--- src/rtl/wdt_pkg.sv ---
package wdt_pkg;

  typedef enum logic [1:0] {
    LED_RELEASE = 2'b00,
    LED_LOW     = 2'b01,
    LED_FAST    = 2'b10,
    LED_SLOW    = 2'b11
  } led_mode_e;

  localparam logic [1:0] ADDR_MODE = 2'd0;
  localparam logic [1:0] ADDR_TMO  = 2'd1;
  localparam logic [1:0] ADDR_CTRL = 2'd2;

  localparam logic [7:0] MODE_KEEP_MASK = 8'hCC;

  // A decrement is due at a second boundary when counting in seconds,
  // or when the minute prescaler has reached its last second.
  function automatic logic f_step_due(input logic min_mode, input int unsigned pre,
                                      input int unsigned ticks_per_min);
    return (!min_mode) || (pre == ticks_per_min - 1);
  endfunction

  // Number of strobes the 0.25 Hz divider counts before toggling.
  function automatic int unsigned f_slow_div(input int unsigned fast_div);
    return fast_div * 4;
  endfunction

endpackage

--- src/rtl/wdt_sync_edge.sv ---
module wdt_sync_edge #(
  parameter int WIDTH = 3
) (
  input  logic             clk,
  input  logic             rst_n,
  input  logic [WIDTH-1:0] async_in,
  output logic [WIDTH-1:0] rise
);

  for (genvar g = 0; g < WIDTH; g++) begin : g_bit
    logic s1_q, s2_q, prev_q;

    always_ff @(posedge clk) begin
      if (!rst_n) begin
        s1_q   <= 1'b0;
        s2_q   <= 1'b0;
        prev_q <= 1'b0;
      end else begin
        s1_q   <= async_in[g];
        s2_q   <= s1_q;
        prev_q <= s2_q;
      end
    end

    assign rise[g] = s2_q & ~prev_q;

    // a held level yields one event only
    a_r13_single_rise: assert property (@(posedge clk) disable iff (!rst_n)
      rise[g] |=> !rise[g]);
  end

endmodule

--- src/rtl/wdt_count_core.sv ---
module wdt_count_core
  import wdt_pkg::*;
#(
  parameter int CNT_W         = 8,
  parameter int TICKS_PER_MIN = 60
) (
  input  logic             clk,
  input  logic             rst_n,
  input  logic             load_en,
  input  logic [CNT_W-1:0] load_val,
  input  logic             reload_req,
  input  logic             force_req,
  input  logic             half_tick,
  input  logic             min_mode,
  input  logic             clr_status,
  output logic [CNT_W-1:0] cnt,
  output logic             expire,
  output logic             sticky
);

  localparam int PRE_W = (TICKS_PER_MIN > 1) ? $clog2(TICKS_PER_MIN) : 1;

  logic [CNT_W-1:0] cnt_q, last_q;
  logic [PRE_W-1:0] pre_q;
  logic             half_ph_q, expire_q, sticky_q;

  // Named internal events
  logic running, sec_edge, step_evt, hit_zero, reload_ok;
  assign running   = (cnt_q != '0);
  assign reload_ok = reload_req && running;
  assign sec_edge  = half_tick && running && half_ph_q;
  assign step_evt  = sec_edge && f_step_due(min_mode, int'(pre_q), TICKS_PER_MIN);
  assign hit_zero  = step_evt && (cnt_q == CNT_W'(1));

  always_ff @(posedge clk) begin
    if (!rst_n) begin
      cnt_q     <= '0;
      last_q    <= '0;
      pre_q     <= '0;
      half_ph_q <= 1'b0;
      expire_q  <= 1'b0;
      sticky_q  <= 1'b0;
    end else begin
      expire_q <= 1'b0;
      if (load_en) begin
        cnt_q     <= load_val;
        pre_q     <= '0;
        half_ph_q <= 1'b0;
        if (load_val != '0) last_q <= load_val;
        if (clr_status) sticky_q <= 1'b0;
      end else if (force_req) begin
        cnt_q    <= '0;
        expire_q <= 1'b1;
        sticky_q <= 1'b1;
      end else if (reload_ok) begin
        cnt_q     <= last_q;
        pre_q     <= '0;
        half_ph_q <= 1'b0;
      end else if (half_tick && running) begin
        half_ph_q <= ~half_ph_q;
        if (step_evt) begin
          cnt_q <= cnt_q - CNT_W'(1);
          pre_q <= '0;
          if (hit_zero) begin
            expire_q <= 1'b1;
            sticky_q <= 1'b1;
          end
        end else if (sec_edge) begin
          pre_q <= pre_q + PRE_W'(1);
        end
      end
    end
  end

  assign cnt    = cnt_q;
  assign expire = expire_q;
  assign sticky = sticky_q;

  // an undisturbed step lowers the count by exactly one
  a_r2_step_by_one: assert property (@(posedge clk) disable iff (!rst_n)
    (step_evt && !load_en && !force_req && !reload_ok) |=> (cnt_q + CNT_W'(1) == $past(cnt_q)));
  // zero holds until a write
  a_r7_zero_holds: assert property (@(posedge clk) disable iff (!rst_n)
    (!running && !load_en) |=> !running);
  // pulse is single-cycle and always leaves the status set
  a_r8_pulse_single: assert property (@(posedge clk) disable iff (!rst_n)
    expire_q |=> !expire_q);
  a_r8_status_set: assert property (@(posedge clk) disable iff (!rst_n)
    expire_q |-> sticky_q);
  // forced event empties the counter
  a_r9_force_clears: assert property (@(posedge clk) disable iff (!rst_n)
    (force_req && !load_en) |=> (expire_q && cnt_q == '0));

endmodule

--- src/rtl/wdt_led_gen.sv ---
module wdt_led_gen
  import wdt_pkg::*;
#(
  parameter int FAST_DIV = 1
) (
  input  logic      clk,
  input  logic      rst_n,
  input  logic      half_tick,
  input  led_mode_e mode,
  output logic      led_out,
  output logic      led_oe
);

  localparam int SLOW_DIV = f_slow_div(FAST_DIV);
  localparam int DIV_W    = $clog2(SLOW_DIV);

  logic [DIV_W-1:0] div_q;
  logic             fast_q, slow_q, out_q, oe_q;
  logic             fast_flip, slow_flip;

  assign fast_flip = half_tick && ((int'(div_q) % FAST_DIV) == FAST_DIV - 1);
  assign slow_flip = half_tick && (int'(div_q) == SLOW_DIV - 1);

  always_ff @(posedge clk) begin
    if (!rst_n) begin
      div_q  <= '0;
      fast_q <= 1'b0;
      slow_q <= 1'b0;
    end else begin
      if (half_tick) div_q <= slow_flip ? '0 : div_q + DIV_W'(1);
      if (fast_flip) fast_q <= ~fast_q;
      if (slow_flip) slow_q <= ~slow_q;
    end
  end

  always_ff @(posedge clk) begin
    if (!rst_n) begin
      out_q <= 1'b0;
      oe_q  <= 1'b0;
    end else begin
      oe_q <= (mode != LED_RELEASE);
      unique case (mode)
        LED_FAST: out_q <= fast_flip ? ~fast_q : fast_q;
        LED_SLOW: out_q <= slow_flip ? ~slow_q : slow_q;
        default:  out_q <= 1'b0;
      endcase
    end
  end

  assign led_out = out_q;
  assign led_oe  = oe_q;

  // released pin in mode 00
  a_r11_release_oe: assert property (@(posedge clk) disable iff (!rst_n)
    (mode == LED_RELEASE) |=> !led_oe);
  // low level in mode 01
  a_r11_low_level: assert property (@(posedge clk) disable iff (!rst_n)
    (mode == LED_LOW) |=> (led_oe && !led_out));
  // output only moves on a strobe
  a_r12_moves_on_tick: assert property (@(posedge clk) disable iff (!rst_n)
    (!half_tick && mode == $past(mode) && (mode == LED_FAST || mode == LED_SLOW)) |=> $stable(led_out));

endmodule

--- src/rtl/wdt_led_ctrl.sv ---
module wdt_led_ctrl
  import wdt_pkg::*;
#(
  parameter int TICKS_PER_MIN = 60,
  parameter int CNT_W         = 8
) (
  input  logic             clk,
  input  logic             rst_n,
  input  logic             reg_we,
  input  logic [1:0]       reg_addr,
  input  logic [CNT_W-1:0] reg_wdata,
  output logic [CNT_W-1:0] reg_rdata,
  input  logic             half_sec_tick,
  input  logic             mouse_irq,
  input  logic             kbd_irq,
  input  logic             kbd_rst_in,
  output logic             wdt_expire,
  output logic             led_out,
  output logic             led_oe
);

  localparam int N_ASYNC = 3;
  localparam int I_MOUSE = 0;
  localparam int I_KBD   = 1;
  localparam int I_KRST  = 2;

  logic [7:0]       mode_q;
  logic [1:0]       reload_en_q;
  logic [N_ASYNC-1:0] rise;
  logic [CNT_W-1:0] cnt;
  logic             sticky;

  // Named decoded events
  logic wr_mode, wr_tmo, wr_ctrl, reload_req, force_req, min_mode;
  assign wr_mode    = reg_we && (reg_addr == ADDR_MODE);
  assign wr_tmo     = reg_we && (reg_addr == ADDR_TMO);
  assign wr_ctrl    = reg_we && (reg_addr == ADDR_CTRL);
  assign reload_req = (rise[I_MOUSE] && reload_en_q[1]) || (rise[I_KBD] && reload_en_q[0]);
  assign force_req  = rise[I_KRST] && mode_q[2];
  assign min_mode   = mode_q[3];

  always_ff @(posedge clk) begin
    if (!rst_n) begin
      mode_q      <= '0;
      reload_en_q <= '0;
    end else begin
      if (wr_mode) mode_q <= reg_wdata[7:0] & MODE_KEEP_MASK;
      if (wr_ctrl) reload_en_q <= reg_wdata[7:6];
    end
  end

  wdt_sync_edge #(.WIDTH(N_ASYNC)) sync_i (
    .clk      (clk),
    .rst_n    (rst_n),
    .async_in ({kbd_rst_in, kbd_irq, mouse_irq}),
    .rise     (rise)
  );

  wdt_count_core #(.CNT_W(CNT_W), .TICKS_PER_MIN(TICKS_PER_MIN)) core_i (
    .clk        (clk),
    .rst_n      (rst_n),
    .load_en    (wr_tmo),
    .load_val   (reg_wdata),
    .reload_req (reload_req),
    .force_req  (force_req),
    .half_tick  (half_sec_tick),
    .min_mode   (min_mode),
    .clr_status (reg_wdata != '0),
    .cnt        (cnt),
    .expire     (wdt_expire),
    .sticky     (sticky)
  );

  wdt_led_gen #(.FAST_DIV(1)) led_i (
    .clk       (clk),
    .rst_n     (rst_n),
    .half_tick (half_sec_tick),
    .mode      (led_mode_e'(mode_q[7:6])),
    .led_out   (led_out),
    .led_oe    (led_oe)
  );

  always_comb begin
    reg_rdata = '0;
    unique case (reg_addr)
      ADDR_MODE: reg_rdata[7:0] = mode_q;
      ADDR_TMO:  reg_rdata = cnt;
      ADDR_CTRL: reg_rdata[7:0] = {reload_en_q, 1'b0, sticky, 4'b0000};
      default:   reg_rdata = '0;
    endcase
  end

  // a disabled keyboard-reset edge never becomes a forced event
  a_r10_krst_gated: assert property (@(posedge clk) disable iff (!rst_n)
    (!mode_q[2]) |-> !force_req);
  // a zero write leaves the counter idle
  a_r4_zero_write: assert property (@(posedge clk) disable iff (!rst_n)
    (wr_tmo && reg_wdata == '0) |=> (cnt == '0 && !wdt_expire));

endmodule

--- config.mk ---
export PLATFORM = sky130hd
export DESIGN_NAME = wdt_led_ctrl
export DESIGN_NICKNAME = d
export VERILOG_FILES = /design/src/rtl/wdt_pkg.sv /design/src/rtl/wdt_sync_edge.sv /design/src/rtl/wdt_count_core.sv /design/src/rtl/wdt_led_gen.sv /design/src/rtl/wdt_led_ctrl.sv
export SDC_FILE = /design/constraint.sdc
export NUM_CORES = 1
export LEC_CHECK = 0
export ABC_AREA = 1
export BUFFER_PORTS_ARGS = -buffer_cell sky130_fd_sc_hd__buf_2
export CORE_UTILIZATION = 45
export CTS_CLUSTER_SIZE = 28
export DETAILED_ROUTE_END_ITERATION = 10
export PLACE_DENSITY = 0.67
export SLEW_MARGIN = 20
export SYNTH_ARGS = -nofsm -noshare
export SYNTH_HDL_FRONTEND = slang
export SYNTH_SLANG_ARGS = --single-unit
--- constraint.sdc ---
create_clock -name clk -period 1.7 [get_ports clk]
set_clock_uncertainty 0.05 [all_clocks]
set_input_delay 0.34 -clock clk [delete_from_list [all_inputs] [get_ports clk]]
set_output_delay 0.34 -clock clk [all_outputs]
set_load 0.02 [all_outputs]
== Word-level counts from Yosys, hierarchy flattened ==
Index checks and enable logic that the tools add are counted.
Storage, ports and cells
  register bits: 46
  word-level logic and storage cells: 105
  input port bits: 17
  output and inout bits: 11
Cells by class
  add/subtract/negate cells: 3
  mux-type cells: 28
  equality and inequality tests: 9
  reductions and logical operators: 32
  bitwise operators: 11
Operators with widths (number)
  two-way mux 8 bit: 5
  two-way mux 6 bit: 4
  case mux 8 bit (3 select lines): 1
  two-way mux 1 bit: 16
  nonzero test 8 bit: 2
  logical AND 1 bit: 12
  nonzero test 3 bit: 4
  equality test 8 x 1 -> 1 bit, second input constant: 1
  inverter 1 bit: 8
  nonzero test 4 bit: 2
  subtractor 8 x 1 -> 8 bit, second input constant: 1
  adder 6 x 1 -> 6 bit, second input constant: 1
  equality test 2 bit, second input constant: 3
  equality test 6 bit, second input constant: 1
  AND reduction 2 bit: 3
  AND reduction 5 bit: 1
  equality test 2 x 1 -> 1 bit, second input constant: 2
  nonzero test 2 bit: 2
  AND 1 bit: 3
  != test 3 x 1 -> 1 bit, second input constant: 1
  AND reduction 3 bit: 1
  adder 2 x 1 -> 2 bit, second input constant: 1
  zero test 2 bit: 1
  logical OR 1 bit: 2
  5 further kinds: 5

== Longest topological paths before layout ==
Gate-level depths: netlist of the first run.
  depth after elaboration: 11
  depth in mapped cells: 13
  gate-level depth less buffers: 12

== Modules after synthesis ==
A second synthesis of the first run with hierarchy kept.
Unflattened totals
  cells, all modules: 432
  area total of the unflattened synthesis: 2726.4 um^2
By module, submodules not included
  wdt_count_core: area each 1786.7 um^2, sequential area each 500.5 um^2, cells each 289, times used 1
  wdt_led_ctrl: area each 412.9 um^2, sequential area each 120.1 um^2, cells each 76, times used 1
  wdt_sync_edge: area each 281.5 um^2, sequential area each 180.2 um^2, cells each 34, times used 1
  wdt_led_gen: area each 245.2 um^2, sequential area each 120.1 um^2, cells each 33, times used 1

== Worst setup path after synthesis of the first run ==
Ideal clock, no wire load.
  path kind: register to register
  start point: register core_i.cnt_q[0], in the netlist core_i.cnt[0]
  end point: register core_i.pre_q[4]
  arrival time: 1.528 ns
  required time: 1.586 ns
  setup time: 0.064 ns
  clock period less this slack: 1.642 ns
  cell stages (with the launch flop): 14
  setup slack: 0.058 ns
  path buffers: 1
  cell sequence: dfxtp_1 > inv_1 > ha_1 > nand2_1 > nor2_2 > nand2_2 > buf_6 > nand3_4 > nand2_4 > nand2_4 > nand2_4 > nand2_4 > inv_2 > nor2_1
Between the ends
  cells in the longest elaborated chain, start to end: 7
  elaborated cells between the ends (all ways): 11
  those cells by class: 3 x mux; 8 x reduce/logical
Ends and longest elaborated chain
  start: declaration: RTL line wdt_count_core.sv:23  | logic [CNT_W-1:0] cnt_q, last_q;
  start signal: assignment: RTL line wdt_count_core.sv:46  | cnt_q <= load_val;
  start signal: assignment: RTL line wdt_count_core.sv:56  | cnt_q <= last_q;
  start signal: assignment: RTL line wdt_count_core.sv:62  | cnt_q <= cnt_q - CNT_W'(1);
  nonzero test 8 bit *: RTL line wdt_count_core.sv:29  | assign running = (cnt_q != '0);
  logical AND 1 bit: RTL line wdt_count_core.sv:31, wdt_count_core.sv:59
  logical AND 1 bit: RTL line wdt_count_core.sv:31  | assign sec_edge = half_tick && running && half_ph_q;
  logical AND 1 bit: RTL line wdt_count_core.sv:32  | assign step_evt = sec_edge && f_step_due(min_mode, int'(pre_q), TICKS_PER_MIN);
  two-way mux 6 bit: RTL line wdt_count_core.sv:61  | if (step_evt) begin
  two-way mux 6 bit: RTL line wdt_count_core.sv:59  | end else if (half_tick && running) begin
  two-way mux 6 bit: RTL line wdt_count_core.sv:55  | end else if (reload_ok) begin
  end signal: assignment: RTL line wdt_count_core.sv:69  | pre_q <= pre_q + PRE_W'(1);
  end: declaration: RTL line wdt_count_core.sv:24  | logic [PRE_W-1:0] pre_q;
Every way passes the cells marked *; elsewhere a longest branch is shown, timed or not. The select of a mux whose other input is x is not followed.
A chain may end at the register's enable or synchronous reset.

== Worst setup path after layout of the first run ==
  start point: register core_i.cnt_q[1], in the netlist core_i.cnt[1]
  end point: register core_i.pre_q[3]
Same word-level chain as after synthesis.

==> out/results.tsv, run 1 <==
stage	metric	value	unit
detailed_routing	routed-wl-met2	2.64	mm
synth	synth_simple_gate_area_frac	0.397	
detailed_routing	vias	2323	
synth	async_reset_ff_frac	0	
sta	max_freq	0.613	GHz
global_routing	grt_antenna_before_repair	0	
global_routing	grt_max_degree	22	
cts	cts_max_path_buffers	2	
cts	clk_latency	300	ps
status	status	completed	
synth	seq_area_frac_synth	0.383	
floorplan	core_region_area	5140	µm²
synth	syn_avg_cell_area	6.84	µm²
critical_path	crit_top_cell	nand2_4	
floorplan	die_area	5650	µm²
cts	htree_levels	2	
finish	synthToLayoutAreaGrowth	18.5	%
sta	setup-tns-final	0	ps
critical_path	cp.arrival	1780	ps
sta	finalSetupViolCount	0	
finish	final_nets	416	
sta	slew_headroom	0.740	
global_routing	overflow	0	
cts	path_clk_slew	90	ps
placement	preCtsSetupSlack	24.5	ps
synth	yosysUniqueCellTypes	31	
synth	synth.most_common_cell	nand2_1	
floorplan	rows	26	
cts	numClockSinks	46	
synth	synth.mux.area_fraction	0	
cts	cts_hold_buf	0	
detailed_routing	top_layer_used	met4	
floorplan	start_util	0.468	
cts	cts_root_buffer	clkbuf_8	
placement	numPortBuffers	27	
cts	numCtsBuffers	5	
global_routing	first_global_vias	2004	
synth	synth_top_family_by_area	simple AND/OR/NAND/NOR gates	
detailed_routing	antenna_left	0	
finish	drive_gt1_frac	0.212	
detailed_routing	wl	5.89	mm
critical_path	critical_path_class	register to register	
critical_path	r2r_start	core_i.cnt[1]	
finish	num_antenna_cells	0	
critical_path	crit_fanout	8	
sta	worst_pin_slew	389	ps
synth	synth_warnings	0	
sta	timing.final.crit_period	1630	ps
synth	synth_edf_count	0	
pwr	power.total	2.74	mW
critical_path	cp-end-kind	register	
critical_path	path_cells	inv_2 > ha_4 > nand2_1 > nor2_4 > nand2_4 > buf_6 > nand3_4 > nand2_4 > nand2_4 > buf_4 > nor2_1 > nor2_1	
synth	synth_top_area_cell	dfxtp_1	
detailed_routing	routedWlPerCell	12.6	µm
min_path	whs_path_depth	3	
synth	synth.top_cell.area_share	0.383	
synth	synthCells	352	
critical_path	startpoint_type	register	
global_routing	grt_util_all_layers	0.215	
sta	fin_ws	68.8	ps
cts	cts_tree	yes	
pwr	cellLeakagePower	1.41	nW
floorplan	die_h	75.1	µm
synth	synthAdderAreaFrac	0.0208	
detailed_routing	first_iter_violations	173	
critical_path	regToRegEndpoint	core_i.pre_q[3]	
detailed_routing	viasPerCell	4.98	
pwr	power.density	961	nW/µm²
global_routing	grt_pass1_wl	9.18	mm
min_path	hp-start	kbd_irq	
synth	syn-num-nets	373	
critical_path	cp_slowest_cell	dfxtp_2	
synth	synth_ff_type	dfxtp_1	
pwr	vdd_drop_max	0.000501	V
sta	slew_viol_final	0	
placement	globalplace.congestion	0.854	
detailed_routing	route.met3.wl	319	µm
sta	hold_viol	0	
critical_path	rrSetupSlack	70	ps
detailed_routing	drt-pass1-iter-count	4	
critical_path	r2r_cells	12	
min_path	worstHoldPathType	primary input to register	
synth	ys_ff_latch	46	
sta	finalCritPeriodShare	0.960	
synth	synth_area	2410	µm²
run	maxCapViolCount	0	
synth	synth_compound_area_frac	0.0852	
min_path	holdPathEnd	sync_i.g_bit[1].s1_q	
detailed_routing	met1Wirelength	2.88	mm
synth	synth_xor_xnor_area_share	0.0109	
floorplan	die_x	75.1	µm
critical_path	max_stage_delay	350	ps
synth	synth_area_leaders	dfxtp_1, nand2_1, nor2_1	
synth	synth_common_cells	nand2_1, nor2_1, dfxtp_1	
critical_path	crit_required	1850	ps
detailed_routing	remaining_drc_errors	0	
floorplan	num_io_pins	28	
placement	place_hpwl	4.36	mm
-- metal layers --
| layer | global-route usage | vias up |
|---|---|---|
| met4 | 0.0514 | 0 |
| li1 | - | 1206 |
| met3 | 0.0428 | 6 |
| met1 | 0.308 | 1043 |
| met5 | 0 | - |
| met2 | 0.334 | 68 |
-- kinds of logic after synthesis --
group | after synthesis
buf+inv | 58
flops | 46
xor+xnor | 3
simple gates | 204
compound gates | 37
fa+ha+maj | 4
-- worst max-delay path by stage --
stage / depth (start not counted) / to / from / slack, ps
3_3_place_gp: 11 / core_i.cnt[7] / core_i.cnt[0] / 70
2_1_floorplan: 13 / core_i.pre_q[4] / core_i.cnt[0] / 60
3_5_place_dp: 12 / core_i.pre_q[2] / core_i.cnt[1] / 20
5_1_grt: 12 / core_i.pre_q[3] / core_i.cnt[1] / -20
4_1_cts: 11 / core_i.cnt[7] / core_i.cnt[1] / 3
6_report: 12 / core_i.pre_q[3] / core_i.cnt[1] / 70
-- sequential cells by signal, indices dropped and copies added (netlist names), 2 cells and up --
| signal | count |
|---|---|
| sync_i.g_bit.prev_q | 3 |
| sync_i.g_bit.s1_q | 3 |
| reload_en_q | 2 |
| mode_q | 4 |
| core_i.pre_q | 6 |
| core_i.last_q | 8 |
| led_i.div_q | 2 |
| core_i.cnt | 8 |
| sync_i.g_bit.s2_q | 3 |
-- stage by stage --
step / utilization / std cells / hold WS, ps / cell area, µm²
after global placement: 0.520 / 453 / 344 / 2670
after CTS: 0.537 / 461 / 162 / 2760
after global routing: 0.555 / 466 / 164 / 2850
final: 0.555 / 466 / 167 / 2850
after detailed placement: 0.520 / 453 / 350 / 2670
after floorplan: - / 352 / 340 / 2410
-- final cells by class --
class,count,area (µm²)
Fill cell,534,2290
Multi-Input combinational cell,249,1280
Sequential cell,46,926
Timing Repair Buffer,47,295
Inverter,46,173
Tap cell,70,87.6
Clock buffer,6,72.6
Clock inverter,2,13.8
-- report_power, final --
part	leakage, nW	internal [mW]	switching [mW]
combinational	0.987	0.348	0.524
sequential	0.378	1.15	0.0561
clock	0.0452	0.291	0.376
total	1.41	1.79	0.956
-- repair_timing --
action | 4_1_cts | 5_1_grt
buffers inserted | 0 | 4
gates resized for setup | 0 | 15
setup endpoints to repair | 0 | 17
-- critical path, delay by kind of cell (launching register included) --
kind,cells,cell delay (ps)
buffers and inverters,3,310
AND/OR/NAND/NOR,8,670
adder cells (fa/ha/maj),1,160
flip-flops,1,350
-- cells in the final DEF (no fill, tap or decap), types with 10 or more instances in the layout --
master	instances
a21oi_1	18
buf_2	26
buf_4	19
dfxtp_1	42
inv_1	39
nand2_1	93
nand3_1	24
nand4_1	13
nor2_1	47
o21ai_0	10
(Power assumes the default switching activity.)
==> run 2, diff against run 1 <==
--- a/config.mk
+++ b/config.mk
@@ -6,5 +6,5 @@
 export NUM_CORES = 1
 export LEC_CHECK = 0
-export ABC_AREA = 1
+export ABC_AREA = 0
 export BUFFER_PORTS_ARGS = -buffer_cell sky130_fd_sc_hd__buf_2
 export CORE_UTILIZATION = 45
==> constraint.sdc (replaced) <==
create_clock -name clk -period 1.7 [get_ports clk]
set_clock_uncertainty 0.05 [all_clocks]
set_input_delay 0.255 -clock clk [delete_from_list [all_inputs] [get_ports clk]]
set_output_delay 0.255 -clock clk [all_outputs]
set_load 0.02 [all_outputs]
==> out/results.tsv, run 2 <==
stage	metric	value	unit	change
status	status	complete, but fails checks		
status	violations	setup timing		
finish	synthToLayoutAreaGrowth	43.0	%	
finish	final_cell_mix	buf_4, dfxtp_1, nand2_1		
sta	fin_ws	-332	ps	-401 ps
critical_path	path_cells	buf_6 > inv_4 > ha_4 > or3b_4 > buf_4 > nor4_4 > buf_4 > a31oi_4 > o21ai_1 > a31oi_1		
cts	htree_levels	2		unchanged
synth	synth_area_leaders	dfxtp_1, mux2i_1, nand2_1		
placement	numPortBuffers	27		unchanged
synth	synth_edf_count	0		unchanged
critical_path	crit_top_cell	buf_4		
floorplan	core_region_area	4790	µm²	-6.9%
synth	async_reset_ff_frac	0		unchanged
floorplan	die_x	72.8	µm	-3.1%
pwr	vdd_drop_max	0.000820	V	+64%
detailed_routing	routed-wl-met2	3.05	mm	+16%
min_path	worstHoldPathType	primary input to register		
detailed_routing	vias	2297		-1.1%
detailed_routing	remaining_drc_errors	0		unchanged
finish	instances_no_fill	411		-12%
floorplan	start_util	0.471		+0.00276
sta	slew_headroom	0.590		-0.150
critical_path	crit_required	1810	ps	-40 ps
floorplan	rows	25		-3.8%
cts	numCtsBuffers	5		unchanged
sta	hold_viol	0		unchanged
finish	stdcell_area	3220	µm²	+13%
global_routing	overflow	0		unchanged
cts	cts_tree	yes		
finish	drive_gt1_frac	0.384		+0.172
cts	numClockSinks	46		unchanged
cts	cts_hold_buf	0		unchanged
sta	rsz0062_at_grt	true		
critical_path	max_stage_delay	410	ps	+60 ps
floorplan	num_io_pins	28		unchanged
critical_path	cp_slowest_cell	or3b_4		
placement	place_hpwl	4.47	mm	+2.5%
detailed_routing	drt-pass1-iter-count	7		+3
pwr	power.density	1320	nW/µm²	+37%
global_routing	grt_util_all_layers	0.246		+0.0305
detailed_routing	antenna_left	0		unchanged
detailed_routing	wl	6.52	mm	+11%
global_routing	first_global_vias	2088		+4.2%
detailed_routing	met1Wirelength	2.88	mm	unchanged
synth	synthCells	257		-27%
synth	synth_top_area_cell	dfxtp_1		
critical_path	cp.arrival	2150	ps	+370 ps
floorplan	die_h	72.8	µm	-3.1%
run	maxCapViolCount	0		unchanged
global_routing	grt_pass1_wl	9.82	mm	+6.9%
placement	dpl_cell_area	2860	µm²	+7.1%
finish	fill_cells	382		-28%
placement	globalplace.congestion	0.865		+1.3%
placement	preCtsSetupSlack	-401	ps	-425 ps
cts	clk_latency	300	ps	about the same
synth	synth.most_common_cell	dfxtp_1		
detailed_routing	viasPerCell	5.59		+12%
detailed_routing	top_layer_used	met4		
cts	cts_root_buffer	clkbuf_8		
detailed_routing	routedWlPerCell	15.9	µm	+25%
critical_path	startpoint_type	register		
sta	finalCritPeriodShare	1.20		+0.236
placement	dpl.cell_count	391		-14%
critical_path	crit_fanout	8		unchanged
global_routing	grt_antenna_before_repair	0		unchanged
finish	register_area	926	µm²	unchanged
synth	seq_area_frac_synth	0.408		+0.0259
finish	finish.utilization	0.673		+0.118
synth	synth_warnings	0		unchanged
finish	multi_input_area	1470	µm²	+15%
finish	mostFrequentLayoutCell	buf_4		
sta	slew_viol_final	0		unchanged
synth	syn-num-nets	278		-25%
finish	num_antenna_cells	0		unchanged
synth	syn_avg_cell_area	8.77	µm²	+28%
cts	cts_max_path_buffers	2		unchanged
sta	setup-tns-final	-3120	ps	-3120 ps
critical_path	cp-end-kind	register		
sta	timing.final.crit_period	2030	ps	+401 ps
finish	final_nets	364		-13%
detailed_routing	first_iter_violations	170		-1.7%
synth	ys_ff_latch	46		unchanged
sta	worst_pin_slew	615	ps	+226 ps
synth	synth_common_cells	dfxtp_1, nand2_1, o21ai_0		
pwr	cellLeakagePower	1.41	nW	+0.33%
sta	finalSetupViolCount	15		+15
global_routing	grt_max_degree	21		-4.5%
detailed_routing	route.met3.wl	351	µm	+10%
cts	path_clk_slew	90	ps	about the same
critical_path	critical_path_class	register to register		
floorplan	die_area	5300	µm²	-6.2%
sta	max_freq	0.492	GHz	-20%
synth	synth_ff_type	dfxtp_1		
synth	synth.top_cell.area_share	0.408		+0.0259
synth	synth_area	2250	µm²	-6.3%
synth	yosysUniqueCellTypes	46		+48%
[run 2: logic make-up (layout without fill, tap and decap cells)]
group,after synthesis,in the layout,synth area share
AND/OR/NAND/NOR,107,107,0.265
flip-flops,46,46,0.408
AO/OA/AOI/OAI,63,64,0.183
buffers and inverters,15,101,0.0283
XOR/XNOR,8,8,0.0311
adder cells (fa/ha/maj),4,4,0.0222
multiplexers,14,14,0.0627
[run 2: power breakdown]
part / total, mW / switching (mW) / internal, mW
logic: 2.30 / 1.11 / 1.19
registers: 1.25 / 0.0715 / 1.18
clock network: 0.694 / 0.397 / 0.297
[run 2: path summary, 6_finish.rpt]
| kind | slack, ps | startpoint | depth (start not counted) | endpoint |
|---|---|---|---|---|
| setup / recovery | -330 | core_i.cnt[0] | 10 | core_i.cnt[6] |
| hold / removal | 100 | mouse_irq | 2 | sync_i.g_bit[0].s1_q |
| setup reg to reg | -330 | core_i.cnt[0] | 10 | core_i.cnt[6] |
| hold reg to reg | 390 | sync_i.g_bit[2].s1_q | 1 | sync_i.g_bit[2].s2_q |
[run 2: cell type report]
| class | count | area share |
|---|---|---|
| multi-input cells | 197 | 0.457 |
| flip-flops and latches | 46 | 0.287 |
| repair buffers | 91 | 0.198 |
| well taps | 67 | 0.0260 |
| clock buffers | 5 | 0.0214 |
| clock inverters | 3 | 0.00776 |
| inverters | 2 | 0.00311 |
[run 2: critical path, delay by kind of cell, from the launching register on]
kind	cells	cell delay, ps
and+or+nand+nor	2	550
buffers and inverters	4	490
AOI/OAI and AO/OA	3	350
DFF	1	330
adders and majority gates	1	120
[run 2: stage by stage]
step           hold WS [ps]  total power [mW]
3_3_place_gp            364              2.89
4_1_cts                98.0              3.90
5_1_grt                95.6              4.44
3_5_place_dp            371              2.92
6_report                104              4.24
2_1_floorplan           332              2.37
[run 2: per-layer routing]
layer  GRT usage  vias to the layer above
met5           0                        -
met4      0.0850                        0
met3      0.0428                       20
met1       0.324                     1085
li1            -                     1104
met2       0.407                       88
[run 2: repair_timing]
item / in CTS / in global routing
cloned: 0 / 1
setup buffers: 6 / 6
resized for setup: 18 / 27
setup endpoints to repair: 16 / 16
pin swaps: 11 / 12
==> run 3, diff against run 2 <==
==> constraint.sdc (replaced) <==
create_clock -name clk -period 1.7 [get_ports clk]
set_clock_uncertainty 0.05 [all_clocks]
set_input_delay 0.34 -clock clk [delete_from_list [all_inputs] [get_ports clk]]
set_output_delay 0.34 -clock clk [all_outputs]
set_load 0.02 [all_outputs]
==> out/results.tsv, run 3 (synthesis results as in run 2) <==
stage	metric	value	unit	change
critical_path	max_stage_delay	510	ps	+100 ps
global_routing	first_global_vias	2161		+3.5%
sta	worst_pin_slew	428	ps	-187 ps
cts	cts_max_path_buffers	2		unchanged
finish	fill_cells	375		-1.8%
critical_path	cp.arrival	2300	ps	+150 ps
cts	numCtsBuffers	5		unchanged
sta	rsz0062_at_grt	true		
global_routing	overflow	0		unchanged
floorplan	die_x	72.8	µm	unchanged
cts	numClockSinks	46		unchanged
global_routing	grt_max_degree	22		+4.8%
sta	hold_viol	0		unchanged
floorplan	die_area	5300	µm²	unchanged
critical_path	crit_required	1880	ps	+70 ps
finish	synthToLayoutAreaGrowth	39.2	%	
detailed_routing	drt-pass1-iter-count	4		-3
finish	instances_no_fill	405		-1.5%
sta	setup-tns-final	-4880	ps	-1760 ps
finish	stdcell_area	3140	µm²	-2.6%
cts	clk_latency	310	ps	about the same
finish	drive_gt1_frac	0.349		-0.0346
sta	slew_headroom	0.715		+0.125
detailed_routing	viasPerCell	5.40		-3.3%
critical_path	cp_slowest_cell	or4_4		
placement	dpl_cell_area	2860	µm²	unchanged
floorplan	core_region_area	4790	µm²	unchanged
placement	preCtsSetupSlack	-412	ps	-11.2 ps
min_path	worstHoldPathType	primary input to register		
floorplan	rows	25		unchanged
status	violations	setup timing		
sta	max_freq	0.471	GHz	-4.3%
global_routing	grt_util_all_layers	0.254		+0.00836
critical_path	crit_fanout	4		-4
global_routing	grt_antenna_before_repair	0		unchanged
sta	fin_ws	-424	ps	-91.7 ps
cts	path_clk_slew	90	ps	about the same
detailed_routing	antenna_left	0		unchanged
detailed_routing	wl	6.18	mm	-5.2%
sta	finalSetupViolCount	18		+3
critical_path	cp-end-kind	register		
finish	mostFrequentLayoutCell	buf_4		
placement	globalplace.congestion	0.810		-6.4%
detailed_routing	vias	2189		-4.7%
cts	cts_root_buffer	clkbuf_8		
finish	final_nets	358		-1.6%
critical_path	critical_path.top_delay_family	simple AND/OR/NAND/NOR gates		
critical_path	path_buf_inv	0		-4
placement	place_hpwl	4.47	mm	+0.17%
critical_path	critical_path_class	register to register		
pwr	power.total	4.07	mW	-4.2%
run	maxCapViolCount	0		unchanged
finish	final_cell_mix	buf_4, dfxtp_1, nand2_1		
status	status	complete, but fails checks		
critical_path	startpoint_type	register		
cts	htree_levels	2		unchanged
detailed_routing	remaining_drc_errors	0		unchanged
critical_path	path_cells	or4_4 > or4_4 > nor3b_2 > a2111o_1 > a31oi_1		
critical_path	crit_top_cell	or4_4		
sta	timing.final.crit_period	2120	ps	+91.7 ps
global_routing	grt_pass1_wl	10.2	mm	+3.9%
placement	dpl.cell_count	389		-0.51%
finish	num_antenna_cells	0		unchanged
placement	numPortBuffers	27		unchanged
sta	slew_viol_final	0		unchanged
floorplan	num_io_pins	28		unchanged
floorplan	start_util	0.471		unchanged
pwr	power.density	1290	nW/µm²	-1.6%
pwr	vdd_drop_max	0.000699	V	-15%
detailed_routing	first_iter_violations	167		-1.8%
detailed_routing	routedWlPerCell	15.3	µm	-3.8%
floorplan	die_h	72.8	µm	unchanged
finish	finish.utilization	0.656		-0.0175
sta	hold_ws	179	ps	+74.8 ps
cts	cts_tree	yes		
pwr	cellLeakagePower	1.39	nW	-1.6%
sta	finalCritPeriodShare	1.25		+0.0539
[run 3: cell count changes in the layout (fill, tap and decap cells not counted), moves of 2 or more]
cell,before,now
o21ai_1,6,3
o21ai_2,4,1
o21ai_0,8,14
nand3_2,3,0
buf_4,58,54
nand3_1,3,6
buf_2,27,25
[run 3: worst paths after layout]
path,from,endpoint,slack [ps],depth (start not counted)
min,mouse_irq,sync_i.g_bit[0].s1_q,180,2
max,core_i.cnt[1],core_i.cnt[7],-420,5
min reg2reg,sync_i.g_bit[1].s1_q,sync_i.g_bit[1].s2_q,390,1
max reg2reg,core_i.cnt[1],core_i.cnt[7],-420,5
[run 3: area by class of cell]
cell class	instances	area (µm²)	share of cell area
Sequential cell	46	923	0.294
Clock inverter	3	23.8	0.00757
Inverter	2	10.0	0.00319
Timing Repair Buffer	86	618	0.197
Multi-Input combinational cell	196	1410	0.450
Tap cell	67	83.8	0.0267
Clock buffer	5	68.8	0.0219
[run 3: per-layer routing]
layer  GRT usage  routed length, µm  vias to the layer above  part of all wire
met5           0                  0                        -                 0
met4       0.113                161                        0             0.026
li1            -                  -                     1085                 -
met3      0.0442                256                       16             0.041
met1       0.330               2820                     1025              0.46
met2       0.413               2940                       63              0.48
[run 3: report_power, final]
part	total (mW)	switching, mW	internal, mW
Clock	0.706	0.412	0.294
Combinational	2.10	0.992	1.11
Sequential	1.26	0.0763	1.18
Total	4.07	1.48	2.59
[run 3: what timing repair did]
action,in CTS,in global routing
setup buffers,4,5
hold buffers,0,0
endpoints found under the setup margin,17,20
resized for setup,22,8
pin swaps,17,8
endpoints found under the hold margin,0,0
